`src/rtl/fpd_pkg.sv`:
```
package fpd_pkg;
  localparam logic [4:0] ESC_PREFIX = 5'b11011;

  typedef enum logic [1:0] {
    ADJ_NONE = 2'b00,
    ADJ_PUSH = 2'b01,
    ADJ_POP1 = 2'b10,
    ADJ_POP2 = 2'b11
  } stk_adj_e;

  typedef struct packed {
    logic       illegal;
    logic       mem_form;
    logic [1:0] mem_fmt;
    logic [1:0] mod;
    logic [2:0] rm;
    logic [2:0] op_class;
    logic       dest_sel;
    logic       swap;
    logic       ptr_only;
    stk_adj_e   adj;
    logic [2:0] rel_idx;
  } dec_t;
endpackage

```
`src/rtl/fpd_field_decode.sv`:
```
module fpd_field_decode
  import fpd_pkg::*;
(
  input  logic [7:0] byte0_i,
  input  logic [7:0] byte1_i,
  output dec_t       dec_o
);
  logic       reg_form;
  logic [2:0] grp;
  logic [2:0] sub;
  logic       mem_load;

  assign reg_form = (byte1_i[7:6] == 2'b11);
  assign grp      = byte0_i[2:0];
  assign sub      = byte1_i[5:3];

  always_comb begin
    unique case (grp)
      3'b001, 3'b101: mem_load = (sub == 3'd0);
      3'b011:         mem_load = (sub == 3'd0) || (sub == 3'd5);
      3'b111:         mem_load = (sub == 3'd0) || (sub == 3'd4) || (sub == 3'd5);
      default:        mem_load = 1'b0;
    endcase
  end

  always_comb begin
    dec_o     = '0;
    dec_o.adj = ADJ_NONE;
    if (byte0_i[7:3] != ESC_PREFIX) begin
      dec_o.illegal = 1'b1;
    end else begin
      dec_o.op_class = sub;
      dec_o.mem_form = !reg_form;
      dec_o.rel_idx  = byte1_i[2:0];
      if (!reg_form) begin
        dec_o.mem_fmt = byte0_i[2:1];
        dec_o.mod     = byte1_i[7:6];
        dec_o.rm      = byte1_i[2:0];
        if (mem_load) dec_o.adj = ADJ_PUSH;
      end else begin
        dec_o.dest_sel = byte0_i[2];
        dec_o.swap     = byte1_i[3] ^ byte0_i[2];
        // special pairs take priority over the P bit
        if (grp == 3'b001 && byte1_i == 8'hF7) begin
          dec_o.ptr_only = 1'b1;
          dec_o.adj      = ADJ_POP1;
        end else if (grp == 3'b001 && byte1_i == 8'hF6) begin
          dec_o.ptr_only = 1'b1;
          dec_o.adj      = ADJ_PUSH;
        end else if (grp == 3'b110 && byte1_i == 8'hD9) begin
          dec_o.adj = ADJ_POP2;
        end else if (grp == 3'b001 && byte1_i[7:3] == 5'b11000) begin
          dec_o.adj = ADJ_PUSH;
        end else if (byte0_i[1]) begin
          dec_o.adj = ADJ_POP1;
        end
      end
    end
  end
endmodule

```
`src/rtl/fpd_top_ptr.sv`:
```
module fpd_top_ptr
  import fpd_pkg::*;
#(
  parameter int unsigned PTR_W = 3
) (
  input  logic             clk_i,
  input  logic             rst_ni,
  input  logic             en_i,
  input  stk_adj_e         adj_i,
  output logic [PTR_W-1:0] top_o
);
  logic [PTR_W-1:0] top_d;

  always_comb begin
    unique case (adj_i)
      ADJ_PUSH: top_d = top_o - PTR_W'(1);
      ADJ_POP1: top_d = top_o + PTR_W'(1);
      ADJ_POP2: top_d = top_o + PTR_W'(2);
      default:  top_d = top_o;
    endcase
  end

  always_ff @(posedge clk_i or negedge rst_ni) begin
    if (!rst_ni)   top_o <= '0;
    else if (en_i) top_o <= top_d;
  end
endmodule

```
`src/rtl/fpd_idx_map.sv`:
```
module fpd_idx_map #(
  parameter int unsigned PTR_W = 3
) (
  input  logic [PTR_W-1:0] top_i,
  input  logic [PTR_W-1:0] rel_i,
  input  logic             dest_sel_i,
  output logic [PTR_W-1:0] sti_phys_o,
  output logic [PTR_W-1:0] dest_phys_o
);
  assign sti_phys_o  = top_i + rel_i;  // wraps modulo depth
  assign dest_phys_o = dest_sel_i ? sti_phys_o : top_i;
endmodule

```
`src/rtl/fp_stack_decoder.sv`:
```
module fp_stack_decoder
  import fpd_pkg::*;
#(
  parameter int unsigned STK_DEPTH = 8
) (
  input  logic       clk_i,
  input  logic       rst_ni,
  input  logic       valid_i,
  input  logic [7:0] byte0_i,
  input  logic [7:0] byte1_i,
  output logic       valid_o,
  output logic       illegal_o,
  output logic       mem_form_o,
  output logic [1:0] mem_fmt_o,
  output logic [1:0] mod_o,
  output logic [2:0] rm_o,
  output logic [2:0] op_class_o,
  output logic       dest_sel_o,
  output logic       swap_o,
  output logic [1:0] stack_adj_o,
  output logic       ptr_only_o,
  output logic [2:0] sti_phys_o,
  output logic [2:0] dest_phys_o,
  output logic [2:0] top_o
);
  localparam int unsigned PTR_W = $clog2(STK_DEPTH);

  dec_t             dec;
  dec_t             dec_q;
  logic [PTR_W-1:0] top;
  logic [PTR_W-1:0] sti_phys, dest_phys;
  logic [PTR_W-1:0] sti_q, dest_q;
  logic             valid_q;

  fpd_field_decode u_dec (
    .byte0_i (byte0_i),
    .byte1_i (byte1_i),
    .dec_o   (dec)
  );

  fpd_idx_map #(.PTR_W(PTR_W)) u_map (
    .top_i       (top),
    .rel_i       (dec.rel_idx[PTR_W-1:0]),
    .dest_sel_i  (dec.dest_sel),
    .sti_phys_o  (sti_phys),
    .dest_phys_o (dest_phys)
  );

  fpd_top_ptr #(.PTR_W(PTR_W)) u_ptr (
    .clk_i  (clk_i),
    .rst_ni (rst_ni),
    .en_i   (valid_i && !dec.illegal),
    .adj_i  (dec.adj),
    .top_o  (top)
  );

  always_ff @(posedge clk_i or negedge rst_ni) begin
    if (!rst_ni) begin
      valid_q <= 1'b0;
      dec_q   <= '0;
      sti_q   <= '0;
      dest_q  <= '0;
    end else begin
      valid_q <= valid_i;
      if (valid_i) begin
        dec_q  <= dec;
        sti_q  <= dec.illegal ? '0 : sti_phys;
        dest_q <= dec.illegal ? '0 : dest_phys;
      end
    end
  end

  assign valid_o     = valid_q;
  assign illegal_o   = dec_q.illegal;
  assign mem_form_o  = dec_q.mem_form;
  assign mem_fmt_o   = dec_q.mem_fmt;
  assign mod_o       = dec_q.mod;
  assign rm_o        = dec_q.rm;
  assign op_class_o  = dec_q.op_class;
  assign dest_sel_o  = dec_q.dest_sel;
  assign swap_o      = dec_q.swap;
  assign stack_adj_o = dec_q.adj;
  assign ptr_only_o  = dec_q.ptr_only;
  assign sti_phys_o  = 3'(sti_q);
  assign dest_phys_o = 3'(dest_q);
  assign top_o       = 3'(top);
endmodule

```
`config.mk`:
```
export PLATFORM = sky130hd
export DESIGN_NAME = fp_stack_decoder
export DESIGN_NICKNAME = d
export VERILOG_FILES = /design/src/rtl/fpd_pkg.sv /design/src/rtl/fpd_field_decode.sv /design/src/rtl/fpd_top_ptr.sv /design/src/rtl/fpd_idx_map.sv /design/src/rtl/fp_stack_decoder.sv
export SDC_FILE = /design/constraint.sdc
export NUM_CORES = 1
export LEC_CHECK = 0
export CORE_MARGIN = 2
export CORE_UTILIZATION = 45
export DETAILED_ROUTE_END_ITERATION = 12
export PLACE_DENSITY = 0.78
export REMOVE_ABC_BUFFERS = 1
export SETUP_SLACK_MARGIN = 0.05
export SYNTH_ARGS = -nofsm -noshare
export SYNTH_HDL_FRONTEND = slang
export SYNTH_SLANG_ARGS = --single-unit
```
`constraint.sdc`:
```
create_clock -name clk_i -period 3.3 [get_ports clk_i]
set_input_delay 0.66 -clock clk_i [delete_from_list [all_inputs] [get_ports clk_i]]
set_output_delay 0.66 -clock clk_i [all_outputs]
set_load 0.05 [all_outputs]
```
# Word level (Yosys, flattened, before mapping)
# Cells that the tools add are included.
[op_classes]
addsub = 4
n_eq_ne = 16
n_mux = 17
bitwise = 1
reduce_logical = 14
[op_table]
columns = ["op", "n"]
rows = [
  ["equality test 8 bit (second input constant)", 3],
  ["two-way mux 19 bit", 1],
  ["equality test 3 bit (second input constant)", 5],
  ["two-way mux 3 bit", 5],
  ["two-way mux 2 bit", 5],
  ["case mux 3 bit (3 select lines)", 1],
  ["two-way mux 7 bit", 1],
  ["equality test 2 bit (second input constant)", 3],
  ["equality test 5 bit (second input constant)", 1],
  ["logical AND 1 bit", 5],
  ["inequality test 5 bit (second input constant)", 1],
  ["adder 3 x 1 -> 3 bit (second input constant)", 1],
  ["adder 3 x 2 -> 3 bit (second input constant)", 1],
  ["adder 3 bit", 1],
  ["equality test 3 x 1 -> 1 bit (second input constant)", 1],
  ["equality test 3 x 2 -> 1 bit (second input constant)", 1],
  ["logical NOT 3 bit", 1],
  ["logical OR 1 bit", 3],
  ["two-way mux 1 bit", 3],
  ["case mux 1 bit (3 select lines)", 1],
  ["nonzero test 3 bit", 1],
  ["subtractor 3 x 1 -> 3 bit (second input constant)", 1],
  ["equality test 2 x 1 -> 1 bit (second input constant)", 1],
  ["logical NOT 1 bit", 2],
  ["3 further kinds", 3],
]
[word_totals]
reg_bits = 27
out_inout_bits = 27
word_cells = 66

# Depth between registers and ports, before layout
# Gate-level depths: netlist of run 1.
[logic_depth]
ltp_word = 11
mapped_depth = 11
depth_no_buf = 11

# Modules after synthesis
# From an unflattened synthesis of run 1, not the netlist that was laid out.
[unflattened]
cells_unflattened = 133
area_unflattened_um2 = 1571.5
[modules_own_cells]
columns = ["module", "n_inst", "cells_per_inst", "area_each_um2", "seq_area_each_um2"]
rows = [
  ["fp_stack_decoder", 1, 58, 969.7, 600.6],
  ["fpd_field_decode", 1, 42, 267.8, 0.0],
  ["fpd_top_ptr", 1, 25, 246.5, 75.1],
  ["fpd_idx_map", 1, 8, 87.6, 0.0],
]

# Worst setup path after synthesis of run 1
# No wires, ideal clock.
[synth_timing]
kind = "input port to flip-flop"
from = "input byte1_i[5]"
to = "register u_ptr.top_o[2]"
setup_ns = 0.083
arrival_time_ns = 2.625
slack_ns = 0.592
path_stages = 11
cell_sequence = "and4_1 > o2bb2ai_1 > a211oi_1 > or3_1 > ha_1 > inv_1 > fa_1 > xor2_1 > o21a_1 > nor3_4 > xor2_1"
[synth_between]
elab_chain_len = 11
word_cells_on_any_way = 28
classes_between = "eq/ne: 9; mux: 9; reduce/logical: 10"
[synth_rtl]
columns = ["item", "line_no", "source"]
rows = [
  ["from (decl)", "fp_stack_decoder.sv:10", "input logic [7:0] byte1_i,"],
  ["equality test 5 bit", "fpd_field_decode.sv:52", "end else if (grp == 3'b001 && byte1_i[7:3] == 5'b11000) begin"],
  ["logical AND 1 bit", "fpd_field_decode.sv:52", ""],
  ["two-way mux 2 bit", "fpd_field_decode.sv:52", ""],
  ["two-way mux 2 bit", "fpd_field_decode.sv:50", "end else if (grp == 3'b110 && byte1_i == 8'hD9) begin"],
  ["two-way mux 2 bit", "fpd_field_decode.sv:47", "end else if (grp == 3'b001 && byte1_i == 8'hF6) begin"],
  ["two-way mux 3 bit", "fpd_field_decode.sv:44", "if (grp == 3'b001 && byte1_i == 8'hF7) begin"],
  ["two-way mux 2 bit *", "fpd_field_decode.sv:35", "if (!reg_form) begin"],
  ["two-way mux 19 bit *", "fpd_field_decode.sv:29", "if (byte0_i[7:3] != ESC_PREFIX) begin"],
  ["equality test 2 x 1 -> 1 bit / equality test 2 bit (equally long branches)", "fpd_top_ptr.sv:15", "unique case (adj_i)"],
  ["nonzero test 3 bit (no line)", "-", ""],
  ["AND reduction 2 bit (no line)", "-", ""],
  ["to (signal assigned)", "fpd_top_ptr.sv:25", "else if (en_i) top_o <= top_d;"],
  ["to (decl)", "fpd_top_ptr.sv:10", "output logic [PTR_W-1:0] top_o"],
]
# Every way passes the cells marked *; elsewhere a longest branch is shown, timed or not.
# A chain may end at the register's enable or synchronous reset.

# Worst setup path in the final report of run 1
[layout_timing]
from = "input byte1_i[4]"
to = "register u_ptr.top_o[2]"
# Same word-level chain as after synthesis.

==> metrics.md, run 1 <==
| Metric | Value |
|---|---|
| Status | `completed` |
| Die area | `3624 µm²` |
| DRT Wirelength | `3.514 mm` |
| Clk pwr share | `25.0%` |
| Clock tree buffer depth | `2` |
| Initial core utilization | `46.94%` |
| F_max | `328.0 MHz` |
| Core area | `3028 µm²` |
| Worst path required time | `3.58 ns` |
| Setup TNS | `0 ns` |
| Ys flop type | `dfrtp_1` |
| TritonCTS clock tree | `done` |
| Final Setup Violations | `0` |
| Worst hold margin | `0.4948 ns` |
| Max-slew violations | `0` |
| Drt pass-1 iters | `4` |
| Switch Pwr | `0.1535 mW` |
| Post-Synthesis Cells | `122` |
| DP Wirelength | `2.628 mm` |
| Share of power burned in registers | `58.0%` |
| Latest clock arrival within the worst-skew pair | `0.34 ns` |
| Max transition margin | `66.54%` |
| CTS-repair resized insts | `0` |
| Final hold violation count | `0` |
| Layout Cells excl Fill | `223` |
| Layout cells sized above 1 | `15.08%` |
| Clk pin slew, worst setup/hold paths | `0.14 ns` |
| Ports | `46` |
| Comb power frac | `16.9%` |
| Synth warn | `0` |
| CP startpoint kind | `input pin` |
| Post-Route Skew | `0.0007597 ns` |
| Via Count | `1232` |
| Synth Register Bits | `27` |
| CTS Hold Bufs | `0` |
| Worst-margin pin slew | `0.5003 ns` |
| CTS root buf | `clkbuf_4` |
| DR DRC count | `0` |
| H-tree depth | `1` |
| All-Layer GR Usage | `21.50%` |
| Nets@finish | `205` |
| Register area share after synthesis | `47.54%` |
| Placed Cells | `219` |
| Post-CTS setup buffer count | `0` |
| Avg WL per Cell | `15.76 µm` |
| Die width | `60.20 µm` |
| Internal power | `0.4259 mW` |
| Syn Area/Cell | `11.65 µm²` |
| Drt via density | `5.525` |
| Global-route wire length before repair | `5.720 mm` |
| CP max FO | `3` |
| Total power | `0.5794 mW` |
| RSZ-0062 raised after global routing | `no` |
| CP max stage cell | `clkdlybuf4s50_1` |
| Largest net degree at the start of global routing | `28` |
| Pleak | `0.8549 nW` |
| Pwr Density | `286.2 nW/µm²` |
| Rows | `20` |
| Total grt overflow | `0` |
| Worst Hold Class | `reg -> reg` |
| Min Tclk post-route | `3.049 ns` |
| Max stage delay on crit path | `0.47 ns` |
| Die Height | `60.20 µm` |
| Post-synth EDFFs | `0` |
| Synth cell types | `45` |
| CTS Sinks | `27` |
| Ant. Diodes | `0` |
| Commonest non-fill, non-tap cell in the layout | `clkdlybuf4s50_1` |
| DRT iter0 DRCs | `41` |
| CP cell instances | `clkdlybuf4s50_1 > and4_1 > o2bb2ai_1 > a211oi_1 > or3_1 > ha_1 > inv_1 > fa_1 > xor2_1 > o21a_1 > nor3_4 > xor2_1` |
| Switch share | `26.50%` |
| Maximum VDD drop | `0.1874 mV` |
| Num CTS Buffers | `3` |
| Number of global-route vias before repair | `1253` |
| Placer congestion estimate | `0.9236` |
| Post-route ant nets | `0` |
| Number of port buffers | `45` |
| Asr flop ratio synth | `100.0%` |
| CP most frequent cell | `xor2_1` |
| Data arrival, critical path | `3.32 ns` |
| Max-cap viol count | `0` |
| Most frequent cells in the layout | `45 x clkdlybuf4s50_1, 27 x dfrtp_1, 13 x buf_4` |
| WS Path Type | `in -> reg` |
| Initial antenna violation count | `0` |
| Area Growth Syn to Fin | `42.43%` |
| Synthesized area | `1421 µm²` |
| Tcrit/Tclk final | `92.39%` |
| Critical Path End Type | `flip-flop` |
critical path: cells and delay by family:
kind / cells / cell delay, ns
AOI/OAI and AO/OA: 3 / 0.67
adders and majority gates: 2 / 0.58
and+or+nand+nor: 3 / 0.58
buffers and inverters: 2 / 0.53
xor gates and xnor gates: 2 / 0.30
final cells by class:
class / count / area, µm²
fill: 251 / 1003
multi-input combinational: 83 / 693.2
sequential: 27 / 675.6
timing repair buffer: 58 / 548.0
tap: 44 / 55.05
clock buffer: 4 / 26.28
inverter: 7 / 26.28
sequential cells by signal (all words and copies together) (netlist names):
name         flops
mod_o            2
swap_o           1
dest_sel_o       1
rm_o             3
illegal_o        1
dest_phys_o      3
sti_phys_o       3
mem_form_o       1
mem_fmt_o        2
ptr_only_o       1
stack_adj_o      2
valid_o          1
op_class_o       3
u_ptr.top_o      3
cell families after synthesis:
logic type | after synthesis | share of synthesized area [%]
AOI/OAI and AO/OA | 32 | 19.01
xor gates and xnor gates | 6 | 3.698
adders and majority gates | 6 | 6.338
buffers and inverters | 12 | 3.696
DFF | 27 | 47.54
muxes | 5 | 3.785
and+or+nand+nor | 34 | 15.93
power by group through the flow:
stage	Combinational, mW	Sequential (mW)	Clock, mW
detailed placement	0.0977	0.343	0
global placement	0.0952	0.343	0
global route	0.105	0.337	0.163
CTS	0.0985	0.336	0.150
floorplan	0.0232	0.354	0
finish	0.0981	0.336	0.145
Yosys cell counts, types with 2 or more instances:
library cell | count | area (µm²)
nand2_1 | 8 | 30.03
xnor2_1 | 3 | 26.28
mux2i_1 | 2 | 20.02
nor3_2 | 2 | 20.02
nor4b_2 | 2 | 30.03
a22o_1 | 7 | 61.31
or3_1 | 2 | 12.51
xor2_1 | 3 | 26.28
clkbuf_1 | 3 | 11.26
inv_1 | 6 | 22.52
mux2_2 | 2 | 22.52
nand3b_1 | 3 | 22.52
nor2_1 | 5 | 18.77
o21ai_0 | 2 | 10.01
fa_1 | 2 | 40.04
o2bb2ai_1 | 11 | 96.34
o21a_1 | 2 | 15.01
ha_1 | 4 | 50.05
dfrtp_1 | 27 | 675.7
per-stage QoR:
stage / utilization (%) / setup slack [ns] / instance area (µm²)
2_1_floorplan: - / 0.5916 / 1395
3_3_place_gp: 65.99 / 0.08872 / 1998
3_5_place_dp: 65.99 / -0.03735 / 1998
4_1_cts: 66.86 / 0.2575 / 2024
5_1_grt: 66.86 / 0.1493 / 2024
6_report: 66.86 / 0.2512 / 2024
final timing paths:
check,start,slack (ns),cells past startpoint,to
hold reg to reg,mem_form_o$_DFFE_PN0P_,0.49,1,mem_form_o$_DFFE_PN0P_
max in group asynchronous,rst_ni,2.36,2,mem_fmt_o[0]$_DFFE_PN0P_
setup reg to reg,u_ptr.top_o[0]$_DFFE_PN0P_,1.29,6,dest_phys_o[2]$_DFFE_PN0P_
setup / recovery,byte1_i[4],0.25,12,u_ptr.top_o[2]$_DFFE_PN0P_
min in group asynchronous,rst_ni,0.67,2,illegal_o$_DFFE_PN0P_
hold / removal,mem_form_o$_DFFE_PN0P_,0.49,1,mem_form_o$_DFFE_PN0P_
metal layers:
layer  global-route usage [%]  share of wire (%)
met1                    28.08                 45
met2                    33.85                 46
met3                    3.680                6.1
met4                    11.43                2.6
met5                        0                  0
(Power assumes the default switching activity.)
==> inputs of run 2 (changes only) <==
ABC_AREA = 1   (was unset)
==> metrics.md, run 2 <==
| Metric | Value |
|---|---|
| Latest clock arrival within the worst-skew pair | `0.32 ns` |
| Commonest cells in the netlist | `58 x nand2_1, 27 x dfrtp_1, 26 x inv_1` |
| Post-route ant nets | `0` |
| Worst path required time | `3.52 ns` |
| CTS-repair resized insts | `0` |
| CP startpoint kind | `input pin` |
| RSZ-0062 raised after global routing | `no` |
| CTS Sinks | `27` |
| Synth warn | `0` |
| Die width | `61.01 µm` |
| Area Growth Syn to Fin | `36.18%` |
| Core area | `3078 µm²` |
| Post-Route Skew | `0.0009629 ns` |
| Synth area leader | `dfrtp_1` |
| CTS Hold Bufs | `0` |
| Die area | `3722 µm²` |
| Place WS | `0.2393 ns` |
| Synthesized area | `1463 µm²` |
| Drt via density | `4.736` |
| Worst Hold Class | `reg -> reg` |
| Clk pin slew, worst setup/hold paths | `0.14 ns` |
| F_max | `367.9 MHz` |
| Register area share after synthesis | `46.19%` |
| Asr flop ratio synth | `100.0%` |
| H-tree depth | `1` |
| Min Tclk post-route | `2.718 ns` |
| Largest cells by area after synthesis | `dfrtp_1 46%, nand2_1 15%, inv_1 6.7%` |
| Worst Setup Slack, final | `0.5815 ns` |
| Final hold violation count | `0` |
| DRT Wirelength | `3.250 mm` |
| Die Height | `61.01 µm` |
| Setup TNS | `0 ns` |
| Avg WL per Cell | `11.73 µm` |
| Post-Synthesis Cells | `185` |
| DR DRC count | `0` |
| Final-layout fill cell count | `288` |
| Layout Cells excl Fill | `277` |
| CP max stage cell | `clkdlybuf4s50_1` |
| CP most frequent cell | `inv_1` |
| Nets@finish | `259` |
| Post-synth EDFFs | `0` |
| Largest net degree at the start of global routing | `28` |
| Initial core utilization | `47.52%` |
| Rows | `20` |
| Layout cells sized above 1 | `7.725%` |
| Initial antenna violation count | `0` |
| Via Count | `1312` |
| Status | `completed` |
| Max transition margin | `66.31%` |
| Ant. Diodes | `0` |
| Global-route wire length before repair | `5.485 mm` |
| Placer congestion estimate | `0.8819` |
| Max stage delay on crit path | `0.50 ns` |
| Total grt overflow | `0` |
| Post-CTS setup buffer count | `0` |
| Max-slew violations | `0` |
| WS Path Type | `in -> reg` |
| Final Setup Violations | `0` |
| Max-cap viol count | `0` |
| Placed Cells | `273` |
| DRT iter0 DRCs | `62` |
| Pleak | `0.9882 nW` |
| DP Wirelength | `2.596 mm` |
| Num CTS Buffers | `3` |
| Synth Register Bits | `27` |
| Fin util | `64.72%` |
| Most frequent cell after synthesis | `nand2_1` |
| Ports | `46` |
| Clock tree buffer depth | `2` |
| Commonest non-fill, non-tap cell in the layout | `nand2_1` |
| Pwr Density | `287.8 nW/µm²` |
| Number of global-route vias before repair | `1240` |
| Maximum VDD drop | `0.2045 mV` |
| Data arrival, critical path | `2.94 ns` |
| Number of port buffers | `45` |
| Syn Area/Cell | `7.906 µm²` |
| TritonCTS clock tree | `done` |
| Critical Path End Type | `flip-flop` |
| All-Layer GR Usage | `20.04%` |
| Drt pass-1 iters | `4` |
| Ys flop type | `dfrtp_1` |
| CP max FO | `5` |
| Tcrit/Tclk final | `82.38%` |
| CTS root buf | `clkbuf_4` |
| Synth cell types | `25` |
| CP cell instances | `clkdlybuf4s50_1 > inv_1 > nand2_1 > nor3_1 > nand3_1 > nand2_1 > nand2_2 > inv_1 > ha_1 > inv_1 > fa_1 > xnor2_1 > o21ai_0 > nor2_1 > xor2_1` |
| Worst hold margin | `0.4957 ns` |
| Most frequent cells in the layout | `58 x nand2_1, 45 x clkdlybuf4s50_1, 27 x dfrtp_1` |
| Synth top area share | `46.19%` |
| Worst-margin pin slew | `0.5038 ns` |
==> run 2: changes by cell type in the layout (fill, tap and decap cells not counted), sizes merged, moves of 3 or more <==
| cell | before | now |
|---|---|---|
| o2bb2ai | 11 | 0 |
| nor2 | 5 | 18 |
| nand3b | 3 | 0 |
| a22o | 7 | 1 |
| inv | 7 | 27 |
| o21ai | 3 | 14 |
| nand3 | 1 | 12 |
| nand2 | 9 | 63 |
| buf | 13 | 2 |
| mux2 | 3 | 0 |
==> run 2: cells by family after synthesis <==
kind of cell	Yosys count	synth area share [%]
XOR/XNOR	4	2.396
AO/OA/AOI/OAI	20	8.042
adder cells (fa/ha/maj)	6	6.159
AND/OR/NAND/NOR	97	28.57
flip-flops	27	46.19
buffers and inverters	31	8.640
==> run 2: routing by layer <==
| layer | vias to the layer above | wire length (µm) | GRT usage, % |
|---|---|---|---|
| met2 | 37 | 1554 | 33.95 |
| li1 | 672 | - | - |
| met1 | 598 | 1532 | 25.78 |
| met3 | 5 | 110 | 3.151 |
| met5 | - | 0 | 0 |
| met4 | 0 | 52 | 8.075 |
==> run 2: per-stage QoR <==
stage / power (mW) / area [µm²]
2_1_floorplan: 0.3855 / 1444
3_3_place_gp: 0.4374 / 1964
3_5_place_dp: 0.4376 / 1964
4_1_cts: 0.5779 / 1992
5_1_grt: 0.5997 / 1992
6_report: 0.5734 / 1992
==> run 2: power breakdown <==
group / internal [mW] / switching [mW] / leakage [nW]
clock: 0.0455 / 0.0974 / 0.0177
combinational: 0.0370 / 0.0556 / 0.614
sequential: 0.335 / 0.00244 / 0.357
==> run 2: final cells by class <==
type                       instances  area [µm²]  share of cell area, %
sequential                        27       675.6                  33.92
inverter                          28       107.6                  5.402
clock inverter                     1       5.005                 0.2513
timing repair buffer              47       465.4                  23.37
tap                               44       55.05                  2.764
clock buffer                       3       22.52                  1.131
multi-input combinational        127       660.6                  33.17
==> run 2: path summary, 6_finish.rpt <==
| path | slack (ns) | startpoint | cells past startpoint | end |
|---|---|---|---|---|
| min in group asynchronous | 0.69 | rst_ni | 2 | swap_o$_DFFE_PN0P_ |
| worst max register to register | 1.57 | u_ptr.top_o[0]$_DFFE_PN0P_ | 7 | dest_phys_o[2]$_DFFE_PN0P_ |
| worst max-delay path | 0.58 | byte1_i[3] | 15 | u_ptr.top_o[2]$_DFFE_PN0P_ |
| worst min register to register | 0.50 | sti_phys_o[2]$_DFFE_PN0P_ | 2 | sti_phys_o[2]$_DFFE_PN0P_ |
| worst min-delay path | 0.50 | sti_phys_o[2]$_DFFE_PN0P_ | 2 | sti_phys_o[2]$_DFFE_PN0P_ |
| max in group asynchronous | 2.35 | rst_ni | 2 | dest_phys_o[1]$_DFFE_PN0P_ |
==> run 2: worst max-delay path, delay by kind of cell <==
family	cells	cell delay, ns
compound gates	1	0.14
fa+ha+maj	2	0.55
xor+xnor	2	0.27
simple gates	6	0.55
buf+inv	4	0.77
